## src/rtl/audio_regs_pkg.sv

```systemverilog
package audio_regs_pkg;

    localparam int TH_W = 4;

    // byte offsets on the register bus
    localparam logic [7:0] OFF_CTRL = 8'h00;
    localparam logic [7:0] OFF_FMT  = 8'h04;
    localparam logic [7:0] OFF_STAT = 8'h0C;
    localparam logic [7:0] OFF_MASK = 8'h14;
    localparam logic [7:0] OFF_ICLR = 8'h18;
    localparam logic [7:0] OFF_DIV  = 8'h60;
    localparam logic [7:0] OFF_DATA = 8'h80;

    // control word fields
    localparam int C_LINK = 0;
    localparam int C_BCLK = 2;
    localparam int C_SRST = 3;
    localparam int C_TXTH = 8;
    localparam int C_RXTH = 12;

    // format word fields
    localparam int F_ALT     = 0;
    localparam int F_RECDIS  = 3;
    localparam int F_PLAYDIS = 4;
    localparam int F_LOOP    = 5;

    // status word fields
    localparam int S_TXNF = 0;
    localparam int S_RXNE = 1;
    localparam int S_BUSY = 2;
    localparam int S_TXSR = 3;
    localparam int S_RXSR = 4;
    localparam int S_UNR  = 5;
    localparam int S_OVR  = 6;
    localparam int S_OFF  = 7;

    typedef struct packed {
        logic [TH_W-1:0] rx_th;
        logic [TH_W-1:0] tx_th;
        logic            bclk_dir;
        logic            link_en;
    } ctrl_t;

    typedef struct packed {
        logic loopback;
        logic play_dis;
        logic rec_dis;
        logic alt;
    } fmt_t;

    function automatic ctrl_t word_to_ctrl(input logic [31:0] w);
        ctrl_t c;
        c.link_en  = w[C_LINK];
        c.bclk_dir = w[C_BCLK];
        c.tx_th    = w[C_TXTH +: TH_W];
        c.rx_th    = w[C_RXTH +: TH_W];
        return c;
    endfunction

    function automatic logic [31:0] ctrl_to_word(input ctrl_t c);
        logic [31:0] w;
        w = '0;
        w[C_LINK]          = c.link_en;
        w[C_BCLK]          = c.bclk_dir;
        w[C_TXTH +: TH_W]  = c.tx_th;
        w[C_RXTH +: TH_W]  = c.rx_th;
        return w;
    endfunction

    function automatic fmt_t word_to_fmt(input logic [31:0] w);
        fmt_t f;
        f.alt      = w[F_ALT];
        f.rec_dis  = w[F_RECDIS];
        f.play_dis = w[F_PLAYDIS];
        f.loopback = w[F_LOOP];
        return f;
    endfunction

    function automatic logic [31:0] fmt_to_word(input fmt_t f);
        logic [31:0] w;
        w = '0;
        w[F_ALT]     = f.alt;
        w[F_RECDIS]  = f.rec_dis;
        w[F_PLAYDIS] = f.play_dis;
        w[F_LOOP]    = f.loopback;
        return w;
    endfunction

    // mask bits [3:0] map onto status bits 6:3
    function automatic logic [3:0] word_to_mask(input logic [31:0] w);
        return w[S_OVR:S_TXSR];
    endfunction

endpackage

```

## src/rtl/aud_fifo.sv

```systemverilog
module aud_fifo #(
    parameter int DW    = 32,
    parameter int DEPTH = 16,
    localparam int PTR_W = (DEPTH > 1) ? $clog2(DEPTH) : 1,
    localparam int CNT_W = $clog2(DEPTH + 1)
) (
    input  logic             clk,
    input  logic             rst,
    input  logic             push,
    input  logic [DW-1:0]    wdata,
    input  logic             pop,
    output logic [DW-1:0]    head,
    output logic [CNT_W-1:0] count,
    output logic             full,
    output logic             empty
);

    logic [DW-1:0]    mem [DEPTH];
    logic [PTR_W-1:0] wp, rp;
    logic             do_push, do_pop;

    assign full    = (count == CNT_W'(DEPTH));
    assign empty   = (count == '0);
    assign do_push = push && !full;
    assign do_pop  = pop && !empty;
    assign head    = mem[rp];

    function automatic logic [PTR_W-1:0] bump(input logic [PTR_W-1:0] p);
        return (p == PTR_W'(DEPTH - 1)) ? '0 : p + 1'b1;
    endfunction

    always_ff @(posedge clk) begin
        if (do_push) mem[wp] <= wdata;
    end

    always_ff @(posedge clk) begin
        if (rst) begin
            wp    <= '0;
            rp    <= '0;
            count <= '0;
        end else begin
            if (do_push) wp <= bump(wp);
            if (do_pop)  rp <= bump(rp);
            case ({do_push, do_pop})
                2'b10:   count <= count + 1'b1;
                2'b01:   count <= count - 1'b1;
                default: count <= count;
            endcase
        end
    end


    count_bound_chk: assert property (@(posedge clk) disable iff (rst)
        count <= CNT_W'(DEPTH));


    push_grows_chk: assert property (@(posedge clk) disable iff (rst)
        (push && !full && !(pop && !empty)) |=> count == $past(count) + 1'b1);

endmodule

```

## src/rtl/aud_flags.sv

```systemverilog
module aud_flags (
    input  logic clk,
    input  logic rst,
    input  logic ovr_evt,
    input  logic unr_evt,
    input  logic clr_ovr,
    input  logic clr_unr,
    output logic ovr,
    output logic unr
);

    always_ff @(posedge clk) begin
        if (rst) begin
            ovr <= 1'b0;
            unr <= 1'b0;
        end else begin
            if (ovr_evt)      ovr <= 1'b1;
            else if (clr_ovr) ovr <= 1'b0;
            if (unr_evt)      unr <= 1'b1;
            else if (clr_unr) unr <= 1'b0;
        end
    end


    ovr_sticky_chk: assert property (@(posedge clk) disable iff (rst)
        (ovr && !clr_ovr) |=> ovr);


    unr_sticky_chk: assert property (@(posedge clk) disable iff (rst)
        (unr && !clr_unr) |=> unr);


    ovr_clear_chk: assert property (@(posedge clk) disable iff (rst)
        (clr_ovr && !ovr_evt) |=> !ovr);


    ovr_set_chk: assert property (@(posedge clk) disable iff (rst)
        ovr_evt |=> ovr);


    unr_set_chk: assert property (@(posedge clk) disable iff (rst)
        unr_evt |=> unr);

endmodule

```

## src/rtl/aud_status.sv

```systemverilog
module aud_status
    import audio_regs_pkg::*;
#(
    parameter int CNT_W = 5
) (
    input  logic             clk,
    input  logic             rst,
    input  logic             link_en,
    input  logic             frame_active,
    input  logic [CNT_W-1:0] tx_cnt,
    input  logic [CNT_W-1:0] rx_cnt,
    input  logic             tx_full,
    input  logic             rx_empty,
    input  logic [TH_W-1:0]  tx_th,
    input  logic [TH_W-1:0]  rx_th,
    input  logic             unr,
    input  logic             ovr,
    input  logic [3:0]       irq_mask,
    output logic [31:0]      status,
    output logic             irq
);

    logic tx_svc, rx_svc;
    logic [3:0] pending;

    assign tx_svc = int'(tx_cnt) <= int'(tx_th);
    assign rx_svc = int'(rx_cnt) >= int'(rx_th);

    always_comb begin
        status         = '0;
        status[S_TXNF] = !tx_full;
        status[S_RXNE] = !rx_empty;
        status[S_BUSY] = link_en && frame_active;
        status[S_TXSR] = tx_svc;
        status[S_RXSR] = rx_svc;
        status[S_UNR]  = unr;
        status[S_OVR]  = ovr;
        status[S_OFF]  = !link_en;
    end

    assign pending = status[S_OVR:S_TXSR] & irq_mask;
    assign irq     = |pending;


    irq_masked_chk: assert property (@(posedge clk) disable iff (rst)
        irq |-> (irq_mask != 4'b0000));

endmodule

```

## src/rtl/audio_port_regs.sv

```systemverilog
module audio_port_regs
    import audio_regs_pkg::*;
#(
    parameter int DW     = 32,
    parameter int DEPTH  = 16,
    parameter int DIV_W  = 7,
    parameter int ADDR_W = 8,
    localparam int CNT_W = $clog2(DEPTH + 1)
) (
    input  logic              clk,
    input  logic              rst,
    input  logic              bus_wr,
    input  logic              bus_rd,
    input  logic [ADDR_W-1:0] bus_addr,
    input  logic [31:0]       bus_wdata,
    output logic [31:0]       bus_rdata,
    input  logic              tx_pop,
    output logic [DW-1:0]     tx_word,
    input  logic              rx_push,
    input  logic [DW-1:0]     rx_word,
    input  logic              frame_active,
    output logic              link_en,
    output logic              bclk_master,
    output logic              alt_format,
    output logic              loopback,
    output logic              play_en,
    output logic              rec_en,
    output logic [DIV_W-1:0]  clk_div,
    output logic              irq
);

    ctrl_t            ctrl_q;
    fmt_t             fmt_q;
    logic [3:0]       mask_q;
    logic [DIV_W-1:0] div_q;

    logic sel_ctrl, sel_fmt, sel_stat, sel_mask, sel_iclr, sel_div, sel_data;
    logic soft_rst, wipe;
    logic tx_full, tx_empty, rx_full, rx_empty;
    logic [CNT_W-1:0] tx_cnt, rx_cnt;
    logic [DW-1:0]    rx_head;
    logic ovr, unr, ovr_evt, unr_evt, clr_ovr, clr_unr;
    logic [31:0] status;

    assign sel_ctrl = bus_addr == ADDR_W'(OFF_CTRL);
    assign sel_fmt  = bus_addr == ADDR_W'(OFF_FMT);
    assign sel_stat = bus_addr == ADDR_W'(OFF_STAT);
    assign sel_mask = bus_addr == ADDR_W'(OFF_MASK);
    assign sel_iclr = bus_addr == ADDR_W'(OFF_ICLR);
    assign sel_div  = bus_addr == ADDR_W'(OFF_DIV);
    assign sel_data = bus_addr == ADDR_W'(OFF_DATA);

    assign soft_rst = bus_wr && sel_ctrl && bus_wdata[C_SRST];
    assign wipe     = rst || soft_rst;

    always_ff @(posedge clk) begin
        if (wipe) begin
            ctrl_q <= '0;
            fmt_q  <= '0;
            mask_q <= '0;
            div_q  <= '0;
        end else if (bus_wr) begin
            if (sel_ctrl) ctrl_q <= word_to_ctrl(bus_wdata);
            if (sel_fmt)  fmt_q  <= word_to_fmt(bus_wdata);
            if (sel_mask) mask_q <= word_to_mask(bus_wdata);
            if (sel_div)  div_q  <= bus_wdata[DIV_W-1:0];
        end
    end

    assign link_en     = ctrl_q.link_en;
    assign bclk_master = ctrl_q.bclk_dir;
    assign alt_format  = fmt_q.alt;
    assign loopback    = fmt_q.loopback;
    assign play_en     = ctrl_q.link_en && !fmt_q.play_dis;
    assign rec_en      = ctrl_q.link_en && !fmt_q.rec_dis;
    assign clk_div     = div_q;

    aud_fifo #(.DW(DW), .DEPTH(DEPTH)) u_txq (
        .clk  (clk),
        .rst  (wipe),
        .push (bus_wr && sel_data),
        .wdata(DW'(bus_wdata)),
        .pop  (tx_pop),
        .head (tx_word),
        .count(tx_cnt),
        .full (tx_full),
        .empty(tx_empty)
    );

    aud_fifo #(.DW(DW), .DEPTH(DEPTH)) u_rxq (
        .clk  (clk),
        .rst  (wipe),
        .push (rx_push),
        .wdata(rx_word),
        .pop  (bus_rd && sel_data),
        .head (rx_head),
        .count(rx_cnt),
        .full (rx_full),
        .empty(rx_empty)
    );

    assign ovr_evt = rx_push && rx_full;
    assign unr_evt = tx_pop && tx_empty && play_en;
    assign clr_ovr = bus_wr && sel_iclr && bus_wdata[S_OVR];
    assign clr_unr = bus_wr && sel_iclr && bus_wdata[S_UNR];

    aud_flags u_flags (
        .clk    (clk),
        .rst    (wipe),
        .ovr_evt(ovr_evt),
        .unr_evt(unr_evt),
        .clr_ovr(clr_ovr),
        .clr_unr(clr_unr),
        .ovr    (ovr),
        .unr    (unr)
    );

    aud_status #(.CNT_W(CNT_W)) u_stat (
        .clk         (clk),
        .rst         (rst),
        .link_en     (ctrl_q.link_en),
        .frame_active(frame_active),
        .tx_cnt      (tx_cnt),
        .rx_cnt      (rx_cnt),
        .tx_full     (tx_full),
        .rx_empty    (rx_empty),
        .tx_th       (ctrl_q.tx_th),
        .rx_th       (ctrl_q.rx_th),
        .unr         (unr),
        .ovr         (ovr),
        .irq_mask    (mask_q),
        .status      (status),
        .irq         (irq)
    );

    always_comb begin
        bus_rdata = '0;
        if (sel_ctrl)      bus_rdata = ctrl_to_word(ctrl_q);
        else if (sel_fmt)  bus_rdata = fmt_to_word(fmt_q);
        else if (sel_stat) bus_rdata = status;
        else if (sel_mask) bus_rdata[S_OVR:S_TXSR] = mask_q;
        else if (sel_div)  bus_rdata = 32'(div_q);
        else if (sel_data) bus_rdata = rx_empty ? '0 : 32'(rx_head);
    end


    soft_reset_chk: assert property (@(posedge clk) disable iff (rst)
        soft_rst |=> (ctrl_q == '0 && fmt_q == '0 && mask_q == '0 && div_q == '0
                      && tx_cnt == '0 && rx_cnt == '0 && !ovr && !unr));

endmodule

```

## config.mk

```make
export PLATFORM = sky130hd
export DESIGN_NAME = audio_port_regs
export DESIGN_NICKNAME = d
export VERILOG_FILES = /design/src/rtl/audio_regs_pkg.sv /design/src/rtl/aud_fifo.sv /design/src/rtl/aud_flags.sv /design/src/rtl/aud_status.sv /design/src/rtl/audio_port_regs.sv
export SDC_FILE = /design/constraint.sdc
export NUM_CORES = 1
export LEC_CHECK = 0
export CORE_UTILIZATION = 25
export CTS_CLUSTER_SIZE = 25
export DETAILED_ROUTE_END_ITERATION = 10
export MAX_ROUTING_LAYER = met4
export PLACE_DENSITY_LB_ADDON = 0.1
export SLEW_MARGIN = 40
export SYNTH_ARGS = -nofsm -noshare
export SYNTH_HDL_FRONTEND = slang
export SYNTH_SLANG_ARGS = --single-unit
```

## constraint.sdc

```tcl
create_clock -name clk -period 5.3 [get_ports clk]
set_clock_uncertainty 0.05 [all_clocks]
set_input_delay 0.795 -clock clk [delete_from_list [all_inputs] [get_ports clk]]
set_output_delay 0.795 -clock clk [all_outputs]
set_load 0.005 [all_outputs]
```

==> flow_summary.yaml <==
status:
  status: "finished clean"
synthesis:
  synth_top_family_by_area: "multiplexers"
  yosysSeqAreaShare_pct: 76.0
  synthAdderAreaFrac_pct: 0.714
  synthXorXnorAreaFrac_pct: 0.271
  synth_edf_count: 1024
  synthCells: 1932
  async_flop_share_pct: 0
  synth_fp_nets: 2035
  synth-main-ff-cell: "edfxtp_1"
  syn_avg_cell_area_um2: 21.8
  synth-seq-cells: 1085
  ys_warn_count: 0
  syn_area_um2: 42100
  synth_compound_area_share_pct: 2.02
  synth_simple_gate_area_share_pct: 2.65
  yosysUniqueCellTypes: 60
  muxShareOfSynthArea_pct: 17.1
sta:
  worstMarginPinSlew_ns: 0.775
  final.setup.tns_ns: 0
  period_minus_slack_ns: 4.65
  fmax_ghz: 0.215
  hold_viol: 0
  finalCritPeriodShare_pct: 87.8
  final-setup-viol-count: 0
  relSlewSlack_pct: 47.8
  rsz0062_at_grt: "false"
  final_max_slew_viol_count: 0
drt:
  wire_per_inst_um: 26.1
  via_per_inst: 4.51
  vias: 20400
  firstDrtPassIters: 5
  drc_errors: 0
  ant_nets: 0
  wirelength_um: 118000
  drt_iter0_markers: 1517
global_route:
  grt_use_met1_pct: 18.6
  antenna_found_initial: 17
  met2_usage_pct: 23.3
  grt.busiest_layer: "met2"
  grt-ovfl-total: 0
  grt_max_degree: 74
  grt_pass1_vias: 22000
  grt_pass1_wl_um: 168000
  grtUsageMet3_pct: 2.76
  track_usage_pct: 14.4
min_path:
  hold_path_class: "reg -> reg"
cts:
  clock-sinks: 1085
  ctsResizeCount: 0
  cts_buffers: 132
  cts-root-buf: "clkbuf_16"
  ctsHoldBuffers: 0
  cts_tree: "yes"
  clk_latency_ns: 0.74
  h-tree-depth: 4
  post_cts_buffers: 0
  clkSlewWorstSetupHoldPaths_ns: 0.05
  clockBufferDepth: 3
floorplan:
  die_height_um: 412
  core-area_um2: 167000
  die_w_um: 412
  start_util_pct: 25.2
  fp-row-count: 150
  die_area_um2: 170000
  ios: 157
worst_setup_path:
  endpoint_kind: "primary output"
  crit_required_ns: 4.45
  critical_path_arrival_ns: 3.81
  crit_chain: "buf_4 -> mux4_2 -> mux2i_1 -> a21oi_1 -> a22o_1 -> clkdlybuf4s50_1"
  path_class: "reg -> out"
  path_buf_inv: 2
  path_max_fanout: 31
  start_kind: "register"
  critical_path.top_delay_family: "buffers and inverters"
  slowest_delay_ns: 0.81
  worst_path_max_delay_cell: "dfxtp_4"
power:
  p_switching_mw: 3.87
  internal_power_mw: 14.4
  p_per_area_nw_per_um2: 357
  switching_share_pct: 21.2
  combPwrFrac_pct: 2.0
  totalPowerFinal_mw: 18.3
  p_leak_nw: 15.3
  pwr-share-seq_pct: 51.5
  vdd_ir_drop_max_mv: 0.330
  power_frac_clock_pct: 46.6
finish:
  layout.nets: 2313
  drive_above_1_share_pct: 27.2
  area_delta_synth_final_pct: 21.9
  fill_cells: 16200
  stdcell_area_um2: 51300
run:
  maxCapViolations: 0
placement:
  place_hpwl_um: 70400
  portBuffers: 156
  placed_area_um2: 47200
  gp_congestion: 0.795
## registers in the layout, summed over array words and instances, names as in the netlist, named ones only
name,count
u_flags.ovr,1
fmt_q,2
ctrl_q,8
link_en,1
u_txq.count,5
mask_q,4
u_txq.wp,4
alt_format,1
u_rxq.mem,512
u_flags.unr,1
u_rxq.rp,4
u_rxq.wp,4
loopback,1
clk_div,7
u_txq.rp,4
u_rxq.count,5
u_txq.mem,512
bclk_master,1
## routing by layer
layer	vias to the layer above	wire length, um
met5	-	0
met4	0	1940
met3	153	4910
met2	472	58700
met1	11100	52600
li1	8721	-
## cell usage after synthesis (2+ instances only)
cell         n  area (um2)
or3_1       10        62.6
mux2i_1     20         200
nor2_1      44         165
ha_1        24         300
nand4_1      3        18.8
mux2_2       3        33.8
edfxtp_1  1024       30700
a31oi_1      4        25.0
and2_1      20         125
a311o_1      2        20.0
o211ai_1     4        30.0
a222oi_1     4        40.0
o21ai_0     20         100
a22oi_1      3        22.5
buf_2       25         125
clkbuf_1    55         206
and3_1       8        50.1
nor2b_1      9        56.3
or4_1        3        22.5
nor4b_1      2        17.5
dfxtp_1     61        1220
a21o_1       3        22.5
xor2_1       9        78.8
a211oi_1    11        82.6
nor3_2       3        30.0
nor4_1       4        25.0
nand2b_1     5        31.3
buf_4        3        22.5
buf_1       20        75.1
nand3_1     18        90.1
inv_1       25        93.8
mux4_2     308        6940
a32oi_1      2        17.5
xnor2_1      4        35.0
a22o_1       8        70.1
o22ai_1      3        18.8
nor3_1      11        55.1
a21oi_1     54         270
nand2_1     65         244
nor3b_1      4        30.0
o21a_1       2        15.0
a221oi_1     4        35.0
## kinds of logic (layout without fill, tap and decap cells)
kind of cell    after synthesis  after routing
buf+inv                     129            514
xor+xnor                     13             13
simple gates                219            219
compound gates              131            131
fa+ha+maj                    24             24
other cells                   0              9
flops                      1085           1085
mux                         331            331
## power groups by stage
stage	logic, mW	registers [mW]	clock network (mW)
finish	0.358	9.43	8.53
global route	0.391	9.43	9.12
CTS	0.370	9.43	8.83
detailed placement	0.369	9.61	0
global placement	0.358	9.60	0
floorplan	0.103	9.61	0
## placed cells by master (no fill, tap or decap), types with 9 or more instances in the layout
cell and n:
mux4_2 308, mux2i_1 20, inv_1 25, ha_1 24, buf_12 21, dfxtp_1 53
xor2_1 9, diode_2 9, edfxtp_1 1024, nand3_1 18, clkbuf_1 38, buf_4 64
nor3_2 9, a211oi_1 11, clkinv_2 14, nor2b_1 9, and2_1 16, a21oi_1 54
nor2_1 32, clkdlybuf4s50_1 151, or3_1 10, o21ai_0 20, nand2_1 65, clkbuf_16 134
clkinv_1 33, nor2_4 12
## stage by stage
step                      utilization, %  worst slack (ns)  std cells  hold slack, ns
after CTS                           30.7             0.451       4521           0.447
after global routing                30.7             0.391       4526           0.460
final                               30.7             0.649       4530           0.439
after floorplan                        -             0.482       1932           0.399
after global placement              28.1             0.698       4272           0.428
after detailed placement            28.2             0.631       4280           0.436
## path summary, 6_finish.rpt
| kind | cells past startpoint | end | slack, ns | from |
|---|---|---|---|---|
| setup / recovery | 6 | bus_rdata[13] | 0.65 | register |
| setup reg to reg | 13 | u_rxq.count[4] | 1.68 | u_rxq.count[2] |
| hold reg to reg | 2 | alt_format | 0.44 | alt_format |
| hold / removal | 2 | alt_format | 0.44 | alt_format |
## worst register-to-register path, stage by stage (launching register included)
cell and delay (ns):
dfxtp_1 0.52, nor4_1 0.10, buf_4 0.18, a2111oi_4 0.58, nand2_1 0.23, inv_1 0.12, ha_1 0.32, xor2_1 0.12
ha_1 0.19, a21oi_1 0.28, o22ai_1 0.15, a222oi_1 0.39, o21ai_0 0.16, a21oi_1 0.16
## cell type report
type | count | area (um2) | area share (%)
flip-flops and latches | 1085 | 32000 | 62.4
multi-input cells | 718 | 9710 | 18.9
clock buffers | 177 | 3560 | 6.95
well taps | 2204 | 2760 | 5.38
repair buffers | 248 | 2590 | 5.06
clock inverters | 64 | 520 | 1.02
inverters | 25 | 93.8 | 0.183
diodes | 9 | 22.5 | 0.0439
No activity file was read; power rests on OpenSTA's default activity.
